## src/rtl/mem_align_pkg.sv

```systemverilog
package mem_align_pkg;
   typedef enum logic [1:0] {
      SZ_BYTE = 2'd0,
      SZ_HALF = 2'd1,
      SZ_WORD = 2'd2
   } acc_size_e;

   typedef enum logic {
      ST_IDLE = 1'b0,
      ST_BUS  = 1'b1
   } lsu_state_e;

   localparam int unsigned CAUSE_W = 4;
   localparam logic [CAUSE_W-1:0] CAUSE_LD_MISALIGN = 4'd4;
   localparam logic [CAUSE_W-1:0] CAUSE_LD_FAULT    = 4'd5;
   localparam logic [CAUSE_W-1:0] CAUSE_ST_MISALIGN = 4'd6;
   localparam logic [2:0]         F3_WORD           = 3'b010;
endpackage

```

## src/rtl/mem_addr_gen.sv

```systemverilog
module mem_addr_gen #(
   parameter int unsigned XLEN       = 32,
   parameter bit          SP_FORM_EN = 1'b1
) (
   input  logic [XLEN-1:0]            base_i,
   input  logic [XLEN-1:0]            sp_i,
   input  logic [XLEN-1:0]            imm_i,
   input  logic                       use_sp_i,
   input  logic                       cmp_i,
   input  logic [2:0]                 funct3_i,
   output logic [XLEN-1:0]            addr_o,
   output mem_align_pkg::acc_size_e   size_o,
   output logic [2:0]                 funct3_eff_o
);
   import mem_align_pkg::*;

   logic [XLEN-1:0] base_sel;

   generate
      if (SP_FORM_EN) begin : g_sp
         assign base_sel = (cmp_i && use_sp_i) ? sp_i : base_i;
      end else begin : g_nosp
         logic unused_sp;
         assign unused_sp = ^{sp_i, use_sp_i};
         assign base_sel  = base_i;
      end
   endgenerate

   assign addr_o       = base_sel + imm_i;
   assign funct3_eff_o = cmp_i ? F3_WORD : funct3_i;

   always_comb begin
      unique case (funct3_eff_o[1:0])
         2'd0:    size_o = SZ_BYTE;
         2'd1:    size_o = SZ_HALF;
         default: size_o = SZ_WORD;
      endcase
   end
endmodule

```

## src/rtl/mem_align_check.sv

```systemverilog
module mem_align_check #(
   parameter int unsigned LOW_BITS = 2
) (
   input  logic [LOW_BITS-1:0]      addr_lo_i,
   input  mem_align_pkg::acc_size_e size_i,
   output logic                     misaligned_o
);
   logic [LOW_BITS-1:0] mask;

   generate
      for (genvar b = 0; b < LOW_BITS; b++) begin : g_mask
         assign mask[b] = (int'(size_i) > b);
      end
   endgenerate

   assign misaligned_o = |(addr_lo_i & mask);
endmodule

```

## src/rtl/mem_load_extend.sv

```systemverilog
module mem_load_extend #(
   parameter int unsigned XLEN = 32
) (
   input  logic [XLEN-1:0] rdata_i,
   input  logic [2:0]      funct3_i,
   output logic [XLEN-1:0] data_o
);
   localparam int unsigned BYTE_W = 8;
   localparam int unsigned HALF_W = 16;

   logic sign_b, sign_h;
   assign sign_b = rdata_i[BYTE_W-1] & ~funct3_i[2];
   assign sign_h = rdata_i[HALF_W-1] & ~funct3_i[2];

   always_comb begin
      unique case (funct3_i[1:0])
         2'd0:    data_o = {{(XLEN-BYTE_W){sign_b}}, rdata_i[BYTE_W-1:0]};
         2'd1:    data_o = {{(XLEN-HALF_W){sign_h}}, rdata_i[HALF_W-1:0]};
         default: data_o = rdata_i;
      endcase
   end
endmodule

```

## src/rtl/mem_align_unit.sv

```systemverilog
module mem_align_unit #(
   parameter int unsigned XLEN       = 32,
   parameter bit          SP_FORM_EN = 1'b1
) (
   input  logic            clk,
   input  logic            rst_n,
   input  logic            req_valid,
   output logic            req_ready,
   input  logic            req_store,
   input  logic            req_cmp,
   input  logic            req_sp,
   input  logic [2:0]      req_funct3,
   input  logic [XLEN-1:0] req_base,
   input  logic [XLEN-1:0] req_sp_val,
   input  logic [XLEN-1:0] req_imm,
   input  logic [XLEN-1:0] req_wdata,
   output logic            bus_req_valid,
   output logic            bus_req_we,
   output logic [XLEN-1:0] bus_req_addr,
   output logic [1:0]      bus_req_size,
   output logic [XLEN-1:0] bus_req_wdata,
   input  logic            bus_rsp_valid,
   input  logic            bus_rsp_err,
   input  logic [XLEN-1:0] bus_rsp_rdata,
   output logic            done_valid,
   output logic [2:0]      done_pc_step,
   output logic            wb_valid,
   output logic [XLEN-1:0] wb_data,
   output logic            trap_valid,
   output logic [3:0]      trap_cause,
   output logic [XLEN-1:0] trap_addr
);
   import mem_align_pkg::*;

   localparam int unsigned LOW_BITS = 2;

   generate
      if (XLEN != 32) begin : g_bad_xlen
         $error("mem_align_unit: XLEN must be 32");
      end
   endgenerate

   lsu_state_e      state;
   logic [XLEN-1:0] addr_c;
   acc_size_e       size_c;
   logic [2:0]      f3_c;
   logic            mis_c;
   logic [2:0]      f3_q;
   logic            cmp_q;
   logic [XLEN-1:0] ext_c;
   logic            accept;

   mem_addr_gen #(.XLEN(XLEN), .SP_FORM_EN(SP_FORM_EN)) u_addr (
      .base_i(req_base), .sp_i(req_sp_val), .imm_i(req_imm),
      .use_sp_i(req_sp), .cmp_i(req_cmp), .funct3_i(req_funct3),
      .addr_o(addr_c), .size_o(size_c), .funct3_eff_o(f3_c)
   );

   mem_align_check #(.LOW_BITS(LOW_BITS)) u_chk (
      .addr_lo_i(addr_c[LOW_BITS-1:0]), .size_i(size_c), .misaligned_o(mis_c)
   );

   mem_load_extend #(.XLEN(XLEN)) u_ext (
      .rdata_i(bus_rsp_rdata), .funct3_i(f3_q), .data_o(ext_c)
   );

   assign req_ready = (state == ST_IDLE) && !trap_valid && !done_valid;
   assign accept    = req_valid && req_ready;

   always_ff @(posedge clk) begin
      if (!rst_n) begin
         state         <= ST_IDLE;
         bus_req_valid <= 1'b0;
         bus_req_we    <= 1'b0;
         bus_req_addr  <= '0;
         bus_req_size  <= '0;
         bus_req_wdata <= '0;
         f3_q          <= '0;
         cmp_q         <= 1'b0;
         done_valid    <= 1'b0;
         done_pc_step  <= '0;
         wb_valid      <= 1'b0;
         wb_data       <= '0;
         trap_valid    <= 1'b0;
         trap_cause    <= '0;
         trap_addr     <= '0;
      end else begin
         done_valid <= 1'b0;
         wb_valid   <= 1'b0;
         trap_valid <= 1'b0;
         unique case (state)
            ST_IDLE: begin
               if (accept) begin
                  f3_q  <= f3_c;
                  cmp_q <= req_cmp;
                  if (mis_c) begin
                     trap_valid <= 1'b1;
                     trap_cause <= req_store ? CAUSE_ST_MISALIGN : CAUSE_LD_MISALIGN;
                     trap_addr  <= addr_c;
                  end else begin
                     state         <= ST_BUS;
                     bus_req_valid <= 1'b1;
                     bus_req_we    <= req_store;
                     bus_req_addr  <= addr_c;
                     bus_req_size  <= size_c;
                     bus_req_wdata <= req_wdata;
                  end
               end
            end
            ST_BUS: begin
               if (bus_rsp_valid) begin
                  state         <= ST_IDLE;
                  bus_req_valid <= 1'b0;
                  if (!bus_req_we && bus_rsp_err) begin
                     trap_valid <= 1'b1;
                     trap_cause <= CAUSE_LD_FAULT;
                     trap_addr  <= bus_req_addr;
                  end else begin
                     done_valid   <= 1'b1;
                     done_pc_step <= cmp_q ? 3'd2 : 3'd4;
                     wb_valid     <= !bus_req_we;
                     wb_data      <= ext_c;
                  end
               end
            end
            default: state <= ST_IDLE;
         endcase
      end
   end

   // trap strobe lasts one cycle
   p_trap_single_r8: assert property (@(posedge clk) disable iff (!rst_n)
      trap_valid |=> !trap_valid);

   // nothing misaligned ever reaches the bus
   p_bus_aligned_r3: assert property (@(posedge clk) disable iff (!rst_n)
      bus_req_valid |-> ((bus_req_addr[1:0] & ((2'd1 << bus_req_size) - 2'd1)) == 2'd0));

   // cause codes are limited to the three defined values
   p_cause_legal_r3: assert property (@(posedge clk) disable iff (!rst_n)
      trap_valid |-> (trap_cause inside {4'd4, 4'd5, 4'd6}));

   // a trap never coincides with writeback or completion
   p_trap_no_wb_r5: assert property (@(posedge clk) disable iff (!rst_n)
      trap_valid |-> (!wb_valid && !done_valid));

   // request held until the response
   p_bus_hold_r9: assert property (@(posedge clk) disable iff (!rst_n)
      (bus_req_valid && !bus_rsp_valid) |=> (bus_req_valid && $stable(bus_req_addr)
                                             && $stable(bus_req_we)));

   // PC advance is 2 or 4, writeback only on completion
   p_step_r7: assert property (@(posedge clk) disable iff (!rst_n)
      done_valid |-> (done_pc_step == 3'd2 || done_pc_step == 3'd4));
   p_wb_done_r6: assert property (@(posedge clk) disable iff (!rst_n)
      wb_valid |-> done_valid);
endmodule

```

## config.mk

```make
export PLATFORM = sky130hd
export DESIGN_NAME = mem_align_unit
export DESIGN_NICKNAME = d
export VERILOG_FILES = /design/src/rtl/mem_align_pkg.sv /design/src/rtl/mem_addr_gen.sv /design/src/rtl/mem_align_check.sv /design/src/rtl/mem_load_extend.sv /design/src/rtl/mem_align_unit.sv
export SDC_FILE = /design/constraint.sdc
export NUM_CORES = 1
export LEC_CHECK = 0
export BUFFER_PORTS_ARGS = -buffer_cell sky130_fd_sc_hd__buf_2
export CORE_UTILIZATION = 53
export DETAILED_ROUTE_END_ITERATION = 6
export PLACE_DENSITY = 0.95
export SYNTH_ARGS = -nofsm -noshare
export SYNTH_HDL_FRONTEND = slang
export SYNTH_SLANG_ARGS = --single-unit
```

## constraint.sdc

```tcl
create_clock -name clk -period 7.3 [get_ports clk]
set_input_delay 0.365 -clock clk [delete_from_list [all_inputs] [get_ports clk]]
set_output_delay 0.365 -clock clk [all_outputs]
set_load 0.03 [all_outputs]
```

==> flow_summary.ini <==
[global_routing]
grt_pass1_wl_um = 39760
grt_usage_pct = 31.24
first_global_vias = 8101
grt_overflow = 0
grt_antenna_before_repair = 0
grt_max_degree = 72

[clock_network]
tritoncts = done
clk_latency_ps = 410
cts_buffers = 17
cts_setup_buffers = 0
clock-sinks = 145
cts_buffer_depth = 2
cts_max_level = 4
postCtsHoldBufs = 0
post_cts_resized = 0
clk_pin_slew_ps = 60
cts_root_buffer = clkbuf_16

[drt]
wl_per_cell_um = 16.96
drt-pass1-iter-count = 5
vias_per_cell = 5.902
vias = 8635
drcViolationCount = 0
detail_route.iter0.violations = 848
ant_nets = 0
wirelength_um = 24810

[floorplanning]
io_pins = 314
core_area_um2 = 14590
fp.dieW_um = 124.6
dieArea_um2 = 15540
rows = 44
start_util_pct = 54.64
die_y_um = 124.6

[setup_path]
critPathCaptureType = flop
cp.required_ps = 7620
worstPathArrival_ps = 4080
worstSetupStartpointType = primary input
path_class = in2reg
critPathMaxFanout = 32

[synthesis]
syn_inst = 994
syn_avg_cell_area_um2 = 8.020
ys_ff_latch = 145
syn_area_um2 = 7971
synth-seq-area-share_pct = 36.42
ys_warn_count = 0
synth_cell_types = 81
synth_edf_count = 0
ys.flop_type = dfxtp_1
synthArstFlopShare_pct = 0

[sta]
slew_viol_final = 0
fin_crit_ps = 3755
rsz0062_at_grt = false
clock.fmax_mhz = 266.3
period_share_pct = 51.44
relSlewSlack_pct = 20.91
hold_violations = 0
setup_viol = 0
setup_tns_ps = 0
setup_ws_ps = 3545
finalClockSkew_ps = 12.60
worst_slew_pin_slew_ps = 1179

[power]
power_density_nw_per_um2 = 248.3
leakagePower_nw = 4.754
worst_ir_drop_vdd_uv = 179.9

[placement]
io_buffers = 311
hpwl_um = 18110
pre_cts_ws_ps = 3173
place_congestion = 0.9295

[job]
drv_cap = 0

[cells_and_area]
area_growth_pct = 26.78
drive_above_1_share_pct = 32.13
num-fill-cells = 1218
nets = 1472
num_antenna_cells = 0

[worst_hold_path]
hold_path.class = in2reg

[status]
status = finished, final reports clean
layout make-up:
type / count / area, um2 / share of cell area, %
multi-input combinational: 767 / 4742 / 46.92
sequential: 145 / 2904 / 28.74
timing repair buffer: 318 / 1609 / 15.92
clock buffer: 20 / 446.7 / 4.420
tap: 184 / 230.2 / 2.278
clock inverter: 12 / 110.1 / 1.090
inverter: 17 / 63.81 / 0.6314
worst max-delay path, stage by stage:
cell	delay (ps)
buf_2	140
nand2_1	60
buf_4	390
mux2_2	390
ha_1	190
inv_1	70
fa_1	440
nor2b_1	160
a21oi_2	240
nand3_1	250
nand2_1	510
buf_4	400
and3_1	190
a21oi_1	40
o221ai_1	200
metal layers:
layer | track usage, % | up-vias | wire length, um
li1 | - | 4114 | -
met1 | 38.15 | 3987 | 10020
met2 | 51.80 | 455 | 11610
met3 | 6.744 | 79 | 2123
met4 | 15.52 | 0 | 1056
met5 | 0 | - | 0
per-stage QoR:
stage,utilization [%],instance area [um2],std cells,hold slack [ps],total power [mW]
4_1_cts,69.27,10110,1463,179.9,2.504
2_1_floorplan,-,7975,995,444.9,1.456
5_1_grt,69.27,10110,1463,193.1,2.621
6_report,69.27,10110,1463,188.8,2.509
3_3_place_gp,65.45,9549,1431,439.1,1.673
3_5_place_dp,65.45,9549,1431,440.2,1.691
final timing paths:
check | depth (start not counted) | end | slack, ps | startpoint
worst max-delay path | 15 | trap_addr[28]$_SDFFE_PN0P_ | 3540 | req_cmp
worst min-delay path | 3 | bus_req_wdata[3]$_SDFFE_PN0P_ | 190 | req_wdata[3]
worst max register to register | 6 | trap_addr[28]$_SDFFE_PN0P_ | 3950 | state$_SDFF_PN0_
worst min register to register | 2 | trap_cause[1]$_SDFFE_PN0P_ | 450 | trap_cause[1]$_SDFFE_PN0P_
kinds of logic after synthesis:
group           synth area share, %
flops                         36.41
fa+ha+maj                     5.588
xor+xnor                      2.857
buf+inv                       4.301
mux                           6.153
compound gates                24.08
simple gates                  20.56
other cells                 0.04704
cells in the mapped netlist, types with 3 or more instances:
library cell	n	area, um2
nand2_1	148	555.5
dfxtp_1	145	2903
a21oi_1	132	660.6
nor2_1	96	360.4
o21ai_0	59	295.3
clkbuf_1	38	142.6
ha_1	34	425.4
mux2_2	32	360.4
nand3_1	21	105.1
buf_2	19	95.09
inv_1	17	63.81
nand4_1	15	93.84
o211ai_1	15	112.6
a211oi_1	14	105.1
xor2_1	14	122.6
mux2i_1	13	130.1
nor3_1	12	60.06
xnor2_1	12	105.1
o21ai_1	8	40.04
a31oi_1	7	43.79
buf_1	7	26.28
o211a_1	7	70.07
a21o_1	6	45.04
and3_1	6	37.54
nand3b_1	6	45.04
nor4_1	6	37.54
o21a_1	6	45.04
o221ai_1	6	52.55
o22ai_1	6	37.54
or3_1	5	31.28
nand2b_1	4	25.02
nor2b_1	4	25.02
nor3b_1	4	30.03
and2_1	3	18.77
nand2_2	3	18.77
o21bai_1	3	22.52
power breakdown:
group          switching [mW]  internal [mW]
sequential             0.0624          0.864
combinational           0.504          0.258
clock                   0.342          0.479
total                   0.908           1.60
registers in the layout, indices dropped and copies added, names as in the netlist, 2 cells and up:
signal,cells
trap_cause,3
f3_q,3
trap_addr,32
bus_req_size,2
done_pc_step,2
wb_data,32
bus_req_addr,32
bus_req_wdata,32
layout by cell type (no fill, tap or decap), types with 5 or more instances in the layout:
master / synthesis / final
mux2_2: 32 / 32
o21ai_1: 8 / 8
buf_4: 2 / 7
nor3_1: 12 / 12
nand2_1: 148 / 148
o21ai_0: 59 / 59
a21oi_1: 132 / 132
ha_1: 34 / 34
nand3_1: 21 / 21
nor2_1: 96 / 95
a21o_1: 6 / 6
and3_1: 6 / 6
o22ai_1: 6 / 6
a211oi_1: 14 / 14
inv_1: 17 / 16
mux2i_1: 13 / 13
o221ai_1: 6 / 6
a31oi_1: 7 / 7
dfxtp_1: 145 / 144
o21a_1: 6 / 6
nand4_1: 15 / 15
o211a_1: 7 / 7
buf_2: 19 / 311
xor2_1: 14 / 14
clkbuf_16: 0 / 17
nor4_1: 6 / 6
or3_1: 5 / 5
o211ai_1: 15 / 15
nand3b_1: 6 / 6
xnor2_1: 12 / 12
Note: power is estimated with default switching activity, not from simulation.
